$ cat config.mk
export PLATFORM = sky130hd
export DESIGN_NAME = ts_capture
export DESIGN_NICKNAME = d
export VERILOG_FILES = /design/src/rtl/ts_capture.sv
export SDC_FILE = /design/constraint.sdc
export NUM_CORES = 1
export LEC_CHECK = 0
export BUFFER_PORTS_ARGS = -buffer_cell sky130_fd_sc_hd__buf_2
export CAP_MARGIN = 20
export CORE_ASPECT_RATIO = 1.1
export CORE_MARGIN = 3
export CORE_UTILIZATION = 63
export CTS_CLUSTER_SIZE = 14
export DETAILED_ROUTE_END_ITERATION = 16
export PLACE_DENSITY = 0.85
export SYNTH_ARGS = -nofsm -noshare
export SYNTH_HDL_FRONTEND = slang
export SYNTH_SLANG_ARGS = --single-unit
$ cat constraint.sdc
create_clock -name clk -period 4.9 [get_ports clk]
set_input_delay 0.98 -clock clk [delete_from_list [all_inputs] [get_ports clk]]
set_output_delay 0.98 -clock clk [all_outputs]
set_load 0.05 [all_outputs]
$ cat src/rtl/ts_capture.sv
`timescale 1ns/1ps
module ts_capture #(
  parameter int DW    = 8,
  parameter int LEN_W = 8,
  parameter int PID_W = 13,
  parameter int N_PID = 32
) (
  input  logic             clk,
  input  logic             rst_n,
  input  logic             ts_start,
  input  logic             ts_valid,
  input  logic [DW-1:0]    ts_data,
  input  logic             ts_sdata,
  input  logic             cfg_start_hi,
  input  logic             cfg_valid_hi,
  input  logic             cfg_serial,
  input  logic             cfg_msb_first,
  input  logic             cfg_sync_mode,
  input  logic             cfg_all_pass,
  input  logic             cfg_cmp_pid,
  input  logic             cfg_drop_null,
  input  logic [LEN_W-1:0] cfg_pkt_len,
  input  logic [1:0]       cfg_odd_code,
  input  logic [1:0]       cfg_even_code,
  input  logic             tbl_we,
  input  logic [$clog2(N_PID)-1:0] tbl_idx,
  input  logic [PID_W-1:0] tbl_pid,
  input  logic             tbl_en,
  output logic             out_valid,
  output logic [DW-1:0]    out_data,
  output logic             out_sop,
  output logic             out_descr,
  output logic             out_key_odd,
  output logic             out_key_even
);
  localparam int BC_W  = $clog2(DW);
  localparam int HI_W  = PID_W - DW;
  localparam int DEPTH = 4;
  localparam logic [BC_W-1:0]  BIT_LAST = BC_W'(DW - 1);
  localparam logic [LEN_W-1:0] HDR_LAST = LEN_W'(DEPTH - 1);

  // strobe levels and serial byte assembly
  logic v_act, s_act, ser_restart;
  logic [DW-1:0] sh_reg, sh_next, byte_val;
  logic [BC_W-1:0] bit_cnt;
  logic sh_sos, byte_stb, byte_sos;

  assign v_act       = (ts_valid == cfg_valid_hi);
  assign s_act       = (ts_start == cfg_start_hi);
  assign ser_restart = v_act & s_act & cfg_sync_mode;
  assign sh_next     = cfg_msb_first ? {sh_reg[DW-2:0], ts_sdata} : {ts_sdata, sh_reg[DW-1:1]};

  always_ff @(posedge clk or negedge rst_n)
    if (!rst_n) begin
      sh_reg  <= '0;
      bit_cnt <= '0;
      sh_sos  <= 1'b0;
    end else if (cfg_serial && v_act) begin
      sh_reg <= sh_next;
      if (ser_restart) begin
        bit_cnt <= BC_W'(1);
        sh_sos  <= 1'b1;
      end else begin
        bit_cnt <= bit_cnt + 1'b1;
        if (bit_cnt == BIT_LAST) sh_sos <= 1'b0;
      end
    end

  assign byte_stb = cfg_serial ? (v_act && bit_cnt == BIT_LAST && !ser_restart) : v_act;
  assign byte_val = cfg_serial ? sh_next : ts_data;
  assign byte_sos = cfg_serial ? sh_sos : s_act;

  // packet framing
  logic [LEN_W-1:0] cnt, idx;
  logic in_pkt, take, abort, last;

  always_comb begin
    take  = 1'b0;
    abort = 1'b0;
    idx   = cnt;
    if (byte_stb) begin
      if (!cfg_sync_mode) take = 1'b1;
      else if (byte_sos) begin
        take  = 1'b1;
        idx   = '0;
        abort = in_pkt;
      end else take = in_pkt;
    end
  end

  assign last = ({1'b0, idx} + 1'b1) == {1'b0, cfg_pkt_len};

  always_ff @(posedge clk or negedge rst_n)
    if (!rst_n) begin
      cnt    <= '0;
      in_pkt <= 1'b0;
    end else if (take) begin
      cnt    <= last ? '0 : idx + 1'b1;
      in_pkt <= ~last;
    end

  // PID table
  logic [PID_W-1:0] ent_pid [N_PID];
  logic [N_PID-1:0] ent_en, hit;

  always_ff @(posedge clk or negedge rst_n)
    if (!rst_n) begin
      ent_en <= '0;
      for (int i = 0; i < N_PID; i++) ent_pid[i] <= '0;
    end else if (tbl_we) begin
      ent_pid[tbl_idx] <= tbl_pid;
      ent_en[tbl_idx]  <= tbl_en;
    end

  // header parse and packet decision
  logic [HI_W-1:0] hdr_hi;
  logic [DW-1:0]   hdr_lo;
  logic [PID_W-1:0] pid_now;
  logic [1:0] sc_now;
  logic at_dec, match, is_null, d_acc, d_descr, d_odd, d_even;
  logic pk_acc, pk_descr, pk_odd, pk_even;

  always_ff @(posedge clk or negedge rst_n)
    if (!rst_n) begin
      hdr_hi <= '0;
      hdr_lo <= '0;
    end else if (take) begin
      if (idx == LEN_W'(1)) hdr_hi <= byte_val[HI_W-1:0];
      if (idx == LEN_W'(2)) hdr_lo <= byte_val;
    end

  assign at_dec  = take && idx == HDR_LAST;
  assign pid_now = {hdr_hi, hdr_lo};
  assign sc_now  = byte_val[DW-1 -: 2];

  for (genvar g = 0; g < N_PID; g++) begin : g_cmp
    assign hit[g] = ent_en[g] && (ent_pid[g] == pid_now);
  end

  assign match   = |hit;
  assign is_null = &pid_now;
  assign d_acc   = (cfg_all_pass | match) & ~(cfg_drop_null & is_null);
  assign d_descr = d_acc & match & (~cfg_all_pass | cfg_cmp_pid);
  assign d_odd   = d_descr & (sc_now == cfg_odd_code);
  assign d_even  = d_descr & (sc_now == cfg_even_code) & ~d_odd;

  always_ff @(posedge clk or negedge rst_n)
    if (!rst_n) begin
      pk_acc   <= 1'b0;
      pk_descr <= 1'b0;
      pk_odd   <= 1'b0;
      pk_even  <= 1'b0;
    end else if (at_dec) begin
      pk_acc   <= d_acc;
      pk_descr <= d_descr;
      pk_odd   <= d_odd;
      pk_even  <= d_even;
    end

  // four-byte delay line
  logic [DW-1:0] p_d [DEPTH];
  logic [DEPTH-1:0] p_sop, p_keep, p_pend;
  logic n_keep, emit;

  assign n_keep = at_dec ? d_acc : (idx > HDR_LAST) ? pk_acc : 1'b0;

  always_ff @(posedge clk or negedge rst_n)
    if (!rst_n) begin
      for (int i = 0; i < DEPTH; i++) p_d[i] <= '0;
      p_sop  <= '0;
      p_keep <= '0;
      p_pend <= '0;
    end else if (take) begin
      p_d[0]    <= byte_val;
      p_sop[0]  <= (idx == '0);
      p_keep[0] <= n_keep;
      p_pend[0] <= (idx < HDR_LAST);
      for (int i = 1; i < DEPTH; i++) begin
        p_d[i]    <= p_d[i-1];
        p_sop[i]  <= p_sop[i-1];
        p_keep[i] <= p_pend[i-1] ? (at_dec & d_acc) : p_keep[i-1];
        p_pend[i] <= p_pend[i-1] & ~abort & ~at_dec;
      end
    end

  assign emit = take & p_keep[DEPTH-1] & ~p_pend[DEPTH-1];

  always_ff @(posedge clk or negedge rst_n)
    if (!rst_n) begin
      out_valid    <= 1'b0;
      out_data     <= '0;
      out_sop      <= 1'b0;
      out_descr    <= 1'b0;
      out_key_odd  <= 1'b0;
      out_key_even <= 1'b0;
    end else begin
      out_valid    <= emit;
      out_sop      <= emit & p_sop[DEPTH-1];
      out_descr    <= emit & p_sop[DEPTH-1] & pk_descr;
      out_key_odd  <= emit & p_sop[DEPTH-1] & pk_odd;
      out_key_even <= emit & p_sop[DEPTH-1] & pk_even;
      if (take) out_data <= p_d[DEPTH-1];
    end

  a_r14_flags_need_sop: assert property (@(posedge clk) disable iff (!rst_n)
    (out_descr | out_key_odd | out_key_even) |-> out_sop);
  a_r12_key_excl: assert property (@(posedge clk) disable iff (!rst_n)
    $countones({out_key_odd, out_key_even}) <= 1);
  a_r12_key_needs_descr: assert property (@(posedge clk) disable iff (!rst_n)
    (out_key_odd | out_key_even) |-> out_descr);
  a_r2_sop_is_valid: assert property (@(posedge clk) disable iff (!rst_n)
    out_sop |-> out_valid);
  a_r2_emit_after_byte: assert property (@(posedge clk) disable iff (!rst_n)
    out_valid |-> $past(byte_stb));
  a_r4_serial_stride: assert property (@(posedge clk) disable iff (!rst_n)
    (cfg_serial && byte_stb) |=> !(cfg_serial && byte_stb));
  a_r8_abort_clears: assert property (@(posedge clk) disable iff (!rst_n)
    (take && abort) |=> (p_pend == 4'b0001));
endmodule

Word-level counts from Yosys, hierarchy flattened

Cells that the tools add are included.

Bits in registers: 543
Input bits: 53
Output and inout port bits: 13
Word-level logic and storage cells: 213

$add $sub $neg: 3
Order comparisons: 6
Equality and inequality tests: 41
Mux-type cells: 28
Bitwise logic cells: 32
Reductions and logical operators: 46

Operators by type and width:

| operator                                            | number |
|---|---|
| bitwise mux 416 bit                                 | 1 |
| == test 13 bit                                      | 32 |
| demux 13 bit (select 5 bit)                         | 1 |
| two-way mux 8 bit                                   | 6 |
| logical AND 1 bit                                   | 38 |
| bitwise mux 32 bit                                  | 1 |
| OR reduction 32 bit                                 | 1 |
| bitwise AND 1 bit                                   | 22 |
| == test 8 x 2 -> 1 bit (second input constant)      | 2 |
| two-way mux 1 bit                                   | 16 |
| two-way mux 13 bit                                  | 1 |
| AND reduction 13 bit                                | 1 |
| adder 8 x 1 -> 9 bit (second input constant)        | 1 |
| == test 9 x 8 -> 1 bit                              | 1 |
| adder 8 x 1 -> 8 bit (second input constant)        | 1 |
| == test 8 x 1 -> 1 bit (second input constant)      | 1 |
| > comparator 8 x 2 -> 1 bit (second input constant) | 1 |
| zero test 8 bit                                     | 1 |
| < comparator 8 x 2 -> 1 bit (second input constant) | 1 |
| inverter 1 bit                                      | 7 |
| >= comparator 6 bit (second input constant)         | 1 |
| < comparator 5 x 6 -> 1 bit (second input constant) | 1 |
| < comparator 6 x 1 -> 1 bit (second input constant) | 1 |
| inverter 5 -> 6 bit                                 | 1 |
| other kinds (11)                                    | 16 |

Depth between registers and ports, before layout

Gate-level depths: netlist of the first run.

Depth after elaboration: 11
Mapped depth: 18
Gate-level depth less buffers: 16

Worst setup path before layout of the first run

OpenSTA, ideal clock, no wires.

Path type: input to register
Start: input cfg_start_hi
End: register cnt[4]
Library setup time: 0.118 ns
Arrival: 3.779 ns
Data required time: 4.782 ns
Setup slack: 1.003 ns
Stages: 16
Buffers on the path: 3
Cells stage by stage: xnor2_2 > mux2_4 > or2_1 > buf_2 > and2_1 > ha_1 > buf_2 > and4_1 > a21boi_0 > o22ai_1 > xnor2_1 > nor3_1 > and4_1 > buf_6 > a21oi_2 > a21o_1

Longest elaborated chain between the ends: 10
Elaborated cells on any way between the ends: 17
Classes of those cells: add/sub (2); eq/ne (2); mux (9); bitwise (2); reduce/logical (2)

Ends and longest elaborated chain:

| element                         | RTL line | text |
|---|---|---|
| start: declaration              | 14       | `input logic cfg_start_hi,` |
| == test 1 bit *                 | 49       | `assign s_act = (ts_start == cfg_start_hi);` |
| bitwise AND 1 bit (2 in series) | 50       | `assign ser_restart = v_act & s_act & cfg_sync_mode;` |
| zero test 1 bit                 | 69       | `assign byte_stb = cfg_serial ? (v_act && bit_cnt == BIT_LAST && !ser_restart) : v_act;` |
| logical AND 1 bit               | 69       |  |
| two-way mux 1 bit               | 69       |  |
| two-way mux 8 bit               | 81       | `if (byte_stb) begin` |
| adder 8 x 1 -> 9 bit            | 91       | `assign last = ({1'b0, idx} + 1'b1) == {1'b0, cfg_pkt_len};` |
| == test 9 x 8 -> 1 bit          | 91       |  |
| two-way mux 8 bit               | 98       | `cnt <= last ? '0 : idx + 1'b1;` |
| end signal: assignment          | 98       |  |
| end: declaration                | 74       | `logic [LEN_W-1:0] cnt, idx;` |

Mark *: on every way between the ends. The rest lies on a longest branch, timed or not.
A chain may end at the register's enable or synchronous reset.

Worst setup path in the final report of the first run

Start: register hdr_hi[0]
End: register p_keep[1]

Longest elaborated chain between the ends: 7
Elaborated cells on any way between the ends: 72
Classes of those cells: eq/ne (32); mux (1); bitwise (5); reduce/logical (34)

Ends and longest elaborated chain:

| element                        | RTL line | text |
|---|---|---|
| start: declaration             | 116      | `logic [HI_W-1:0] hdr_hi;` |
| start signal: assignment       | 128      | `if (idx == LEN_W'(1)) hdr_hi <= byte_val[HI_W-1:0];` |
| == test 13 bit                 | 137      | `assign hit[g] = ent_en[g] && (ent_pid[g] == pid_now);` |
| logical AND 1 bit              | 137      |  |
| OR reduction 32 bit            | 140      | `assign match = \|hit;` |
| OR 1 bit                       | 142      | `assign d_acc = (cfg_all_pass \| match) & ~(cfg_drop_null & is_null);` |
| bitwise AND 1 bit *            | 142      |  |
| bitwise AND 1 bit *            | 181      | `p_keep[i] <= p_pend[i-1] ? (at_dec & d_acc) : p_keep[i-1];` |
| two-way mux 1 bit *            | 181      |  |
| end signal: indexed assignment | 181      |  |
| end: declaration               | 162      | `logic [DEPTH-1:0] p_sop, p_keep, p_pend;` |

Marks and branches as above.

==> flow_metrics.env, run 1 <==
export IMPL_synth_area_leaders="dfrtp_1, mux2_2, xnor2_1, nand2_1, nand4_1"
export IMPL_synth_top_family_by_area="multiplexers"
export IMPL_yosysTopAreaCell="dfrtp_1"
export IMPL_clock_root_buffer="clkbuf_16"
export IMPL_drive_gt1_frac=0.319
export IMPL_ys_warn_count=0
export IMPL_grt_max_degree=115
export IMPL_rows=77
export IMPL_rsz0062_at_grt="no"
export IMPL_grtUsageMet1=0.389
export IMPL_design_die_area_sq_mm=0.0440
export IMPL_drt_wl_total_um=66000
export IMPL_core_area_sq_mm=0.0406
export IMPL_synthesis_area_sq_mm=0.0262
export IMPL_finalCriticalPeriod_ps=3760
export IMPL_p_int_uw=9890
export IMPL_cp_top_family="simple AND/OR/NAND/NOR gates"
export IMPL_netSwitchingFraction=0.314
export IMPL_nNetsFinal=2197
export IMPL_p_sw_uw=4520
export IMPL_synth_mux_area_fraction=0.203
export IMPL_synth_adder_area_share=0.00287
export IMPL_port_buffers=65
export IMPL_numCtsBuffers=54
export IMPL_syn_avg_cell_area_sq_um=12.4
export IMPL_grt_pass1_wl_um=102000
export IMPL_hold_viol=0
export IMPL_slowest_delay_ps=890
export IMPL_met2_usage=0.503
export IMPL_cp_required_ps=5410
export IMPL_met3_usage=0.0626
export IMPL_ant_nets=0
export IMPL_fin_crit_sh=0.767
export IMPL_synth_most_common_cell="dfrtp_1"
export IMPL_cap_violations=0
export IMPL_reg_top3="ent_pid (416), ent_en (32), p_d (32)"
export IMPL_outcome="completed"
export IMPL_crit_type="reg -> reg"
export IMPL_tightestPinTransition_ps=1070
export IMPL_skew_ps=30.4
export IMPL_placed_cells=2627
export IMPL_cp_slowest_cell="dfrtp_2"
export IMPL_whs_ps=433
export IMPL_fmax_mhz=266
export IMPL_p_total_uw=14400
export IMPL_worstPathMaxFanout=19
export IMPL_cts_resized=0
export IMPL_p_comb_frac=0.260
export IMPL_globalRouteOverflowTotal=0
export IMPL_vias_per_cell=6.19
export IMPL_dp_hpwl_um=38100
export IMPL_cts_sinks=543
export IMPL_cp_start_kind="flip-flop"
export IMPL_synth_xor_area_share=0.145
export IMPL_wire_per_inst_um=24.1
export IMPL_synth_simple_gate_area_share=0.0839
export IMPL_powerDensity_mw_per_mm2=501
export IMPL_path_cells="buf_4, xnor2_1, nand4_1, nor4_1, nor4_1, nand4_1, nor3_1, nor3_2, a221o_1"
export IMPL_async_flop_share=1.00
export IMPL_finalMaxSlewViolations=0
export IMPL_busiest_layer="met2"
export IMPL_clock_power_share=0.295
export IMPL_slew_headroom=0.284
export IMPL_largest_register="ent_pid"
export IMPL_vias=17000
export IMPL_cts_hold_buf=0
export IMPL_netlist_instances=2115
export IMPL_tns_ps=0
export IMPL_io_pin_count=66
export IMPL_seqPwrFrac=0.445
export IMPL_synth_compound_area_frac=0.0175
export IMPL_largest_reg_flops=416
export IMPL_grt_pass1_vias=17800
export IMPL_irDropWorstVdd_uv=448
export IMPL_worstPathBufferInverterCount=1
export IMPL_postLayoutCellArea_sq_mm=0.0288
export IMPL_dr_pass1_iters=5
export IMPL_ys_types=55
export IMPL_dpl_instance_area_sq_mm=0.0269
export IMPL_endpoint_kind="flip-flop"
export IMPL_synth_top_area_share=0.519
export IMPL_arrival_ps=4260
export IMPL_syn_num_nets=2174
export IMPL_synth_edf_count=0
export IMPL_dominantRegCellSynth="dfrtp_1"
export IMPL_die_y_um=220
export IMPL_area_growth_pct=10.0
export IMPL_die_w_um=200
export IMPL_track_usage=0.301
export IMPL_reg2reg_from="hdr_hi[0]"
export IMPL_antenna_found_initial=6
export IMPL_postCtsSetupRepairBufs=0
export IMPL_start_util=0.645
export IMPL_drcViolationCount=0
export IMPL_clk_pin_slew_ps=60
export IMPL_p_leak_uw=0.0123
export IMPL_timing_critical_path_from="hdr_hi[0]"
export IMPL_cts_tree="done"
export IMPL_synth_seq_cells=543
export IMPL_yosys_top_cells_count="dfrtp_1, mux2_2, xnor2_1, nand2_1, nand4_1"
export IMPL_insertion_delay_ps=620
export IMPL_synth_seq_area_share=0.519
export IMPL_cts_htree_levels=2
export IMPL_fin_cells=2740
export IMPL_clockBufferDepth=3
export IMPL_gp_congestion=0.875
export IMPL_setup_violations=0
export IMPL_drtIter0Drc=1351
export IMPL_min_path_type="in -> async"
==> path summary, 6_finish.rpt <==
| kind | end | slack (ps) | cells past startpoint |
|---|---|---|---|
| setup / recovery | p_keep[1] | 1140 | 9 |
| hold / removal | cnt[5] | 430 | 1 |
| setup reg to reg | p_keep[1] | 1140 | 9 |
| hold reg to reg | p_d[13] | 450 | 2 |
| max in group asynchronous | ent_pid[243] | 3210 | 2 |
| min in group clk | p_d[13] | 450 | 2 |
==> area by class of cell <==
type                       count  area, sq um
sequential                   543        13600
antenna                        4         10.0
multi-input combinational   1417        11800
fill                        2759        11800
clock inverter                18          225
timing repair buffer         117          779
clock buffer                  83         1620
tap                          553          692
inverter                       5         18.8
==> cells by family after synthesis <==
| group | count (synthesis) |
|---|---|
| buffers and inverters | 155 |
| AO/OA/AOI/OAI | 68 |
| AND/OR/NAND/NOR | 438 |
| flip-flops | 543 |
| adder cells (fa/ha/maj) | 6 |
| XOR/XNOR | 433 |
| multiplexers | 472 |
==> through the flow <==
stage | setup WS, ps | utilization
global route | 838 | 0.710
global placement | 605 | 0.662
CTS | 1190 | 0.708
floorplan | 1000 | -
detailed placement | 545 | 0.663
finish | 1140 | 0.710
==> per-layer routing <==
layer | part of all wire | routed length (um) | up-vias
met1 | 0.40 | 26200 | 8728
li1 | - | - | 7321
met4 | 0.039 | 2600 | 6
met2 | 0.48 | 31800 | 707
met3 | 0.082 | 5420 | 195
met5 | 0.00059 | 39 | -
==> layout by cell type (no fill, tap or decap), types with 11 or more instances in the layout <==
cell	n
buf_2	64
buf_4	47
clkbuf_1	14
clkbuf_16	55
clkbuf_8	14
dfrtp_1	530
dfrtp_2	13
mux2_2	463
nand2_1	198
nand3_1	11
nand4_1	103
nor2_1	32
nor4_1	45
o21ai_0	25
xnor2_1	425
==> power groups by stage <==
stage                     logic (uW)  registers [uW]  clock network (uW)
after floorplan                 3010            6100                   0
after global placement          3540            6390                   0
after detailed placement        3670            6470                   0
after CTS                       3750            6400                4300
after global routing            4070            6530                4480
final                           3740            6420                4250
(Power assumes the default switching activity.)
==> inputs of run 2 (changes only) <==
clock period = 3.46 ns   (was 4.9 ns; I/O delays follow)
==> run 2 against run 1 <==
Against the previous run: utilization is 1.3 points higher; fmax is 16% higher; sequential power is 37% higher; critical path type unchanged; largest power group unchanged; largest cell class unchanged; routed wire length shrank 1.3%; total power is 44% higher; clock-buffer cell count is 8 lower.
==> flow_metrics.env, run 2 (synthesized netlist as in run 1, its figures left out) <==
export IMPL_multi_input_area_sq_mm=0.0119
export IMPL_grt_pass1_wl_um=103000
export IMPL_fillers=2610
export IMPL_min_path_type="in -> async"
export IMPL_dp_hpwl_um=37700
export IMPL_slowest_delay_ps=800
export IMPL_design_die_area_sq_mm=0.0440
export IMPL_final_seq_area_sq_mm=0.0136
export IMPL_grt_max_degree=106
export IMPL_placed_cells=2681
export IMPL_postLayoutCellArea_sq_mm=0.0293
export IMPL_setup_ws_ps=216
export IMPL_crit_type="reg -> reg"
export IMPL_vias=17000
export IMPL_clock_power_share=0.292
export IMPL_vias_per_cell=6.11
export IMPL_powerDensity_mw_per_mm2=706
export IMPL_worstPathMaxFanout=13
export IMPL_port_buffers=65
export IMPL_cap_violations=0
export IMPL_fin_cells=2781
export IMPL_place_ws_ps=-21.8
export IMPL_busiest_layer="met2"
export IMPL_finalMaxSlewViolations=0
export IMPL_drt_wl_total_um=65200
export IMPL_arrival_ps=3720
export IMPL_path_cells="buf_4, xnor2_1, nand4_1, nor4_1, nor4_1, nand4_1, buf_4, nor3_1, nor3_2, a221o_1"
export IMPL_io_pin_count=66
export IMPL_rows=77
export IMPL_wire_per_inst_um=23.4
export IMPL_largest_reg_flops=416
export IMPL_reg2reg_from="hdr_lo[5]"
export IMPL_clk_pin_slew_ps=60
export IMPL_cp_required_ps=3930
export IMPL_grt_pass1_vias=18100
export IMPL_rsz0062_at_grt="no"
export IMPL_tightestPinTransition_ps=1110
export IMPL_die_w_um=200
export IMPL_cts_sinks=543
export IMPL_finalCriticalPeriod_ps=3240
export IMPL_netSwitchingFraction=0.310
export IMPL_p_total_uw=20700
export IMPL_dpl_instance_area_sq_mm=0.0275
export IMPL_irDropWorstVdd_uv=528
export IMPL_p_comb_frac=0.283
export IMPL_reg_top3="ent_pid (416), ent_en (32), p_d (32)"
export IMPL_cp_start_kind="flip-flop"
export IMPL_met3_usage=0.0465
export IMPL_start_util=0.645
export IMPL_met2_usage=0.509
export IMPL_nNetsFinal=2243
export IMPL_antenna_found_initial=3
export IMPL_cts_hold_buf=0
export IMPL_track_usage=0.301
export IMPL_slew_headroom=0.257
export IMPL_dr_pass1_iters=7
export IMPL_setup_violations=0
export IMPL_fin_crit_sh=0.938
export IMPL_drtIter0Drc=1183
export IMPL_outcome="completed"
export IMPL_skew_ps=23.8
export IMPL_numCtsBuffers=54
export IMPL_p_int_uw=14300
export IMPL_cts_tree="done"
export IMPL_drive_gt1_frac=0.335
export IMPL_p_sw_uw=6430
export IMPL_fmax_mhz=308
export IMPL_tns_ps=0
export IMPL_timing_critical_path_from="hdr_lo[5]"
export IMPL_cts_htree_levels=2
export IMPL_gp_congestion=0.846
export IMPL_die_y_um=220
export IMPL_largest_register="ent_pid"
export IMPL_seqPwrFrac=0.425
export IMPL_endpoint_kind="flip-flop"
export IMPL_insertion_delay_ps=610
export IMPL_reg2reg_depth=10
export IMPL_clock_root_buffer="clkbuf_16"
export IMPL_ant_nets=0
export IMPL_final_cell_mix="dfrtp_1, mux2_2, xnor2_1"
export IMPL_drcViolationCount=0
export IMPL_globalRouteOverflowTotal=0
export IMPL_clockBufferDepth=3
export IMPL_hold_viol=0
export IMPL_p_leak_uw=0.0125
export IMPL_core_area_sq_mm=0.0406
export IMPL_area_growth_pct=12.1
export IMPL_cp_slowest_cell="dfrtp_2"
export IMPL_final_common_cell="dfrtp_1"
export IMPL_grtUsageMet1=0.387
run 2: cell types whose count changed in the layout (fill, tap and decap cells not counted), moves of 2 or more:
cell / change
diode_2: -2
clkbuf_8: -6
clkinv_2: +2
inv_6: +2
buf_4: +32
bufinv_16: +3
buf_12: +14
run 2: through the flow:
step	util	hold WS, ps
global route	0.723	62.8
CTS	0.722	33.8
detailed placement	0.677	453
global placement	0.677	446
floorplan	-	396
finish	0.723	40.1
run 2: path summary, 6_finish.rpt:
kind	slack, ps	endpoint
worst max-delay path	220	p_keep[3]
worst min-delay path	40	cnt[5]
worst max register to register	220	p_keep[3]
worst min register to register	470	p_sop[2]
max in group asynchronous	2460	ent_pid[23]
min in group clk	430	sh_sos
run 2: layout make-up:
type	instances	share of cell area
Antenna cell	2	0.000171
Clock buffer	75	0.0515
Clock inverter	23	0.0110
Sequential cell	543	0.464
Timing Repair Buffer	163	0.0443
Tap cell	553	0.0236
Inverter	5	0.000640
Multi-Input combinational cell	1417	0.405
run 2: worst max-delay path: cells and delay by family, from the launching register on:
| family | cells | cell delay, ps |
|---|---|---|
| buffers and inverters | 2 | 550 |
| AO/OA/AOI/OAI | 1 | 330 |
| AND/OR/NAND/NOR | 6 | 1310 |
| flip-flops | 1 | 800 |
| XOR/XNOR | 1 | 120 |
run 2: metal layers:
layer | share of wire | vias to the layer above
met2 | 0.49 | 590
met1 | 0.40 | 8783
met4 | 0.045 | 2
li1 | - | 7412
met3 | 0.066 | 205
met5 | 0.00018 | -
run 2: what timing repair did:
| action | in CTS | in global routing |
|---|---|---|
| setup buffers | 0 | 0 |
| endpoints found under the setup margin | 0 | 7 |
| resized for setup | 0 | 7 |
run 2: power groups by stage:
stage | combinational, uW | clock [uW] | sequential [uW]
5_1_grt | 6330 | 6380 | 8960
6_report | 5850 | 6050 | 8800
2_1_floorplan | 4270 | 0 | 8640
3_5_place_dp | 5730 | 0 | 8880
3_3_place_gp | 5540 | 0 | 8770
4_1_cts | 5830 | 6130 | 8790
==> inputs of run 3 (changes only) <==
CORE_UTILIZATION = 50   (was 63)
PLACE_DENSITY = 0.71   (was 0.85)
==> run 3 against run 2 <==
Against the previous run: hold slack improved by 66 ps; global-route usage down 5.8 points; register-to-register slack worse by 30 ps; largest power group unchanged; highest routed layer unchanged.
==> flow_metrics.env, run 3 (synthesized netlist as in run 1, its figures left out) <==
export IMPL_outcome="completed"
export IMPL_cp_slowest_cell="dfrtp_1"
export IMPL_tightestPinTransition_ps=1130
export IMPL_area_growth_pct=13.3
export IMPL_p_total_uw=20800
export IMPL_final_cell_mix="dfrtp_1, mux2_2, xnor2_1"
export IMPL_nNetsFinal=2255
export IMPL_fin_crit_sh=0.946
export IMPL_setup_violations=0
export IMPL_grt_max_degree=93
export IMPL_drcViolationCount=0
export IMPL_path_cells="ha_1, ha_1, nand3_1, mux2_4, or2_1, and2_1, ha_1, and4_1, a21boi_2, o22ai_2, xnor2_1, nor3_1, and4_1, buf_4, o21bai_1, nand2_1"
export IMPL_slowest_delay_ps=370
export IMPL_dp_hpwl_um=37800
export IMPL_port_buffers=65
export IMPL_rows=87
export IMPL_hold_viol=0
export IMPL_numCtsBuffers=57
export IMPL_slew_headroom=0.245
export IMPL_cts_sinks=543
export IMPL_design_die_area_sq_mm=0.0551
export IMPL_dpl_instance_area_sq_mm=0.0277
export IMPL_clk_pin_slew_ps=60
export IMPL_final_common_cell="dfrtp_1"
export IMPL_fin_cells=2916
export IMPL_grt_pass1_wl_um=103000
export IMPL_cts_hold_buf=0
export IMPL_cp_required_ps=3960
export IMPL_core_area_sq_mm=0.0515
export IMPL_globalRouteOverflowTotal=0
export IMPL_antenna_found_initial=7
export IMPL_postLayoutCellArea_sq_mm=0.0296
export IMPL_track_usage=0.243
export IMPL_crit_type="reg -> reg"
export IMPL_start_util=0.508
export IMPL_die_y_um=246
export IMPL_drt_wl_total_um=65900
export IMPL_min_path_type="in -> async"
export IMPL_dr_pass1_iters=4
export IMPL_whs_ps=106
export IMPL_vias=16700
export IMPL_endpoint_kind="flip-flop"
export IMPL_largest_reg_flops=416
export IMPL_insertion_delay_ps=620
export IMPL_ant_nets=0
export IMPL_io_pin_count=66
export IMPL_grt_pass1_vias=17500
export IMPL_worstPathMaxFanout=8
export IMPL_final_seq_area_sq_mm=0.0136
export IMPL_cts_htree_levels=2
export IMPL_cp_top_family="simple AND/OR/NAND/NOR gates"
export IMPL_placed_cells=2804
export IMPL_skew_ps=18.4
export IMPL_clockBufferDepth=3
export IMPL_cts_tree="done"
export IMPL_worstPathBufferInverterCount=1
export IMPL_largest_register="ent_pid"
export IMPL_finalMaxSlewViolations=0
export IMPL_cp_start_kind="flip-flop"
export IMPL_fillers=4112
export IMPL_powerDensity_mw_per_mm2=700
export IMPL_multi_input_area_sq_mm=0.0119
export IMPL_gp_congestion=0.871
export IMPL_p_leak_uw=0.0126
export IMPL_wire_per_inst_um=22.6
export IMPL_die_w_um=224
export IMPL_drtIter0Drc=1061
export IMPL_tns_ps=0
export IMPL_vias_per_cell=5.73
export IMPL_arrival_ps=3780
export IMPL_fmax_mhz=305
export IMPL_clock_root_buffer="clkbuf_16"
export IMPL_drive_gt1_frac=0.337
export IMPL_finalCriticalPeriod_ps=3270
export IMPL_irDropWorstVdd_uv=463
export IMPL_cp_common_cell="ha_1"
export IMPL_reg_top3="ent_pid (416), ent_en (32), p_d (32)"
export IMPL_cap_violations=0
run 3: changes by cell type in the layout (fill, tap and decap cells not counted), sizes merged:
cell      change
clkbuf       +12
buf           +9
clkinv        -3
diode         +3
bufinv        -2
clkinvlp      +1
inv           +1
run 3: layout make-up:
cell class              instances  area share
diodes                          5    0.000422
clock buffers                  87      0.0560
clock inverters                20     0.00865
inverters                       5    0.000633
multi-input cells            1417       0.400
flip-flops and latches        543       0.459
well taps                     667      0.0282
repair buffers                172      0.0468
run 3: power by group:
part           total [uW]  switching (uW)  internal, uW
combinational        5790            2830          2960
clock                6230            2550          3680
sequential           8740            1010          7730
run 3: what timing repair did:
item,4_1_cts,5_1_grt
setup endpoints to repair,0,4
gates resized for setup,0,3
buffers inserted,0,0
run 3: stage by stage:
step	setup slack (ps)	utilization
floorplan	14.0	-
global placement	-22.5	0.538
detailed placement	-42.3	0.538
CTS	210	0.575
global route	-24.9	0.576
finish	185	0.576
run 3: final timing paths:
path,depth (start not counted),startpoint,end,slack (ps)
worst max-delay path,16,bit_cnt[0],cnt[7],190
max in group asynchronous,2,rst_n,ent_en[24],2410
worst max register to register,16,bit_cnt[0],cnt[7],190
min in group clk,3,cfg_sync_mode,sh_sos,420
worst min register to register,2,p_d[19],p_d[11],460
worst min-delay path,1,rst_n,cnt[5],110
run 3: layer usage:
layer  track usage  part of all wire  vias to the layer above
li1              -                 -                     7440
met1         0.327              0.44                     8720
met2         0.401              0.48                      413
met3        0.0410             0.054                      133
met4        0.0794             0.030                        4
met5             0           0.00041                        -
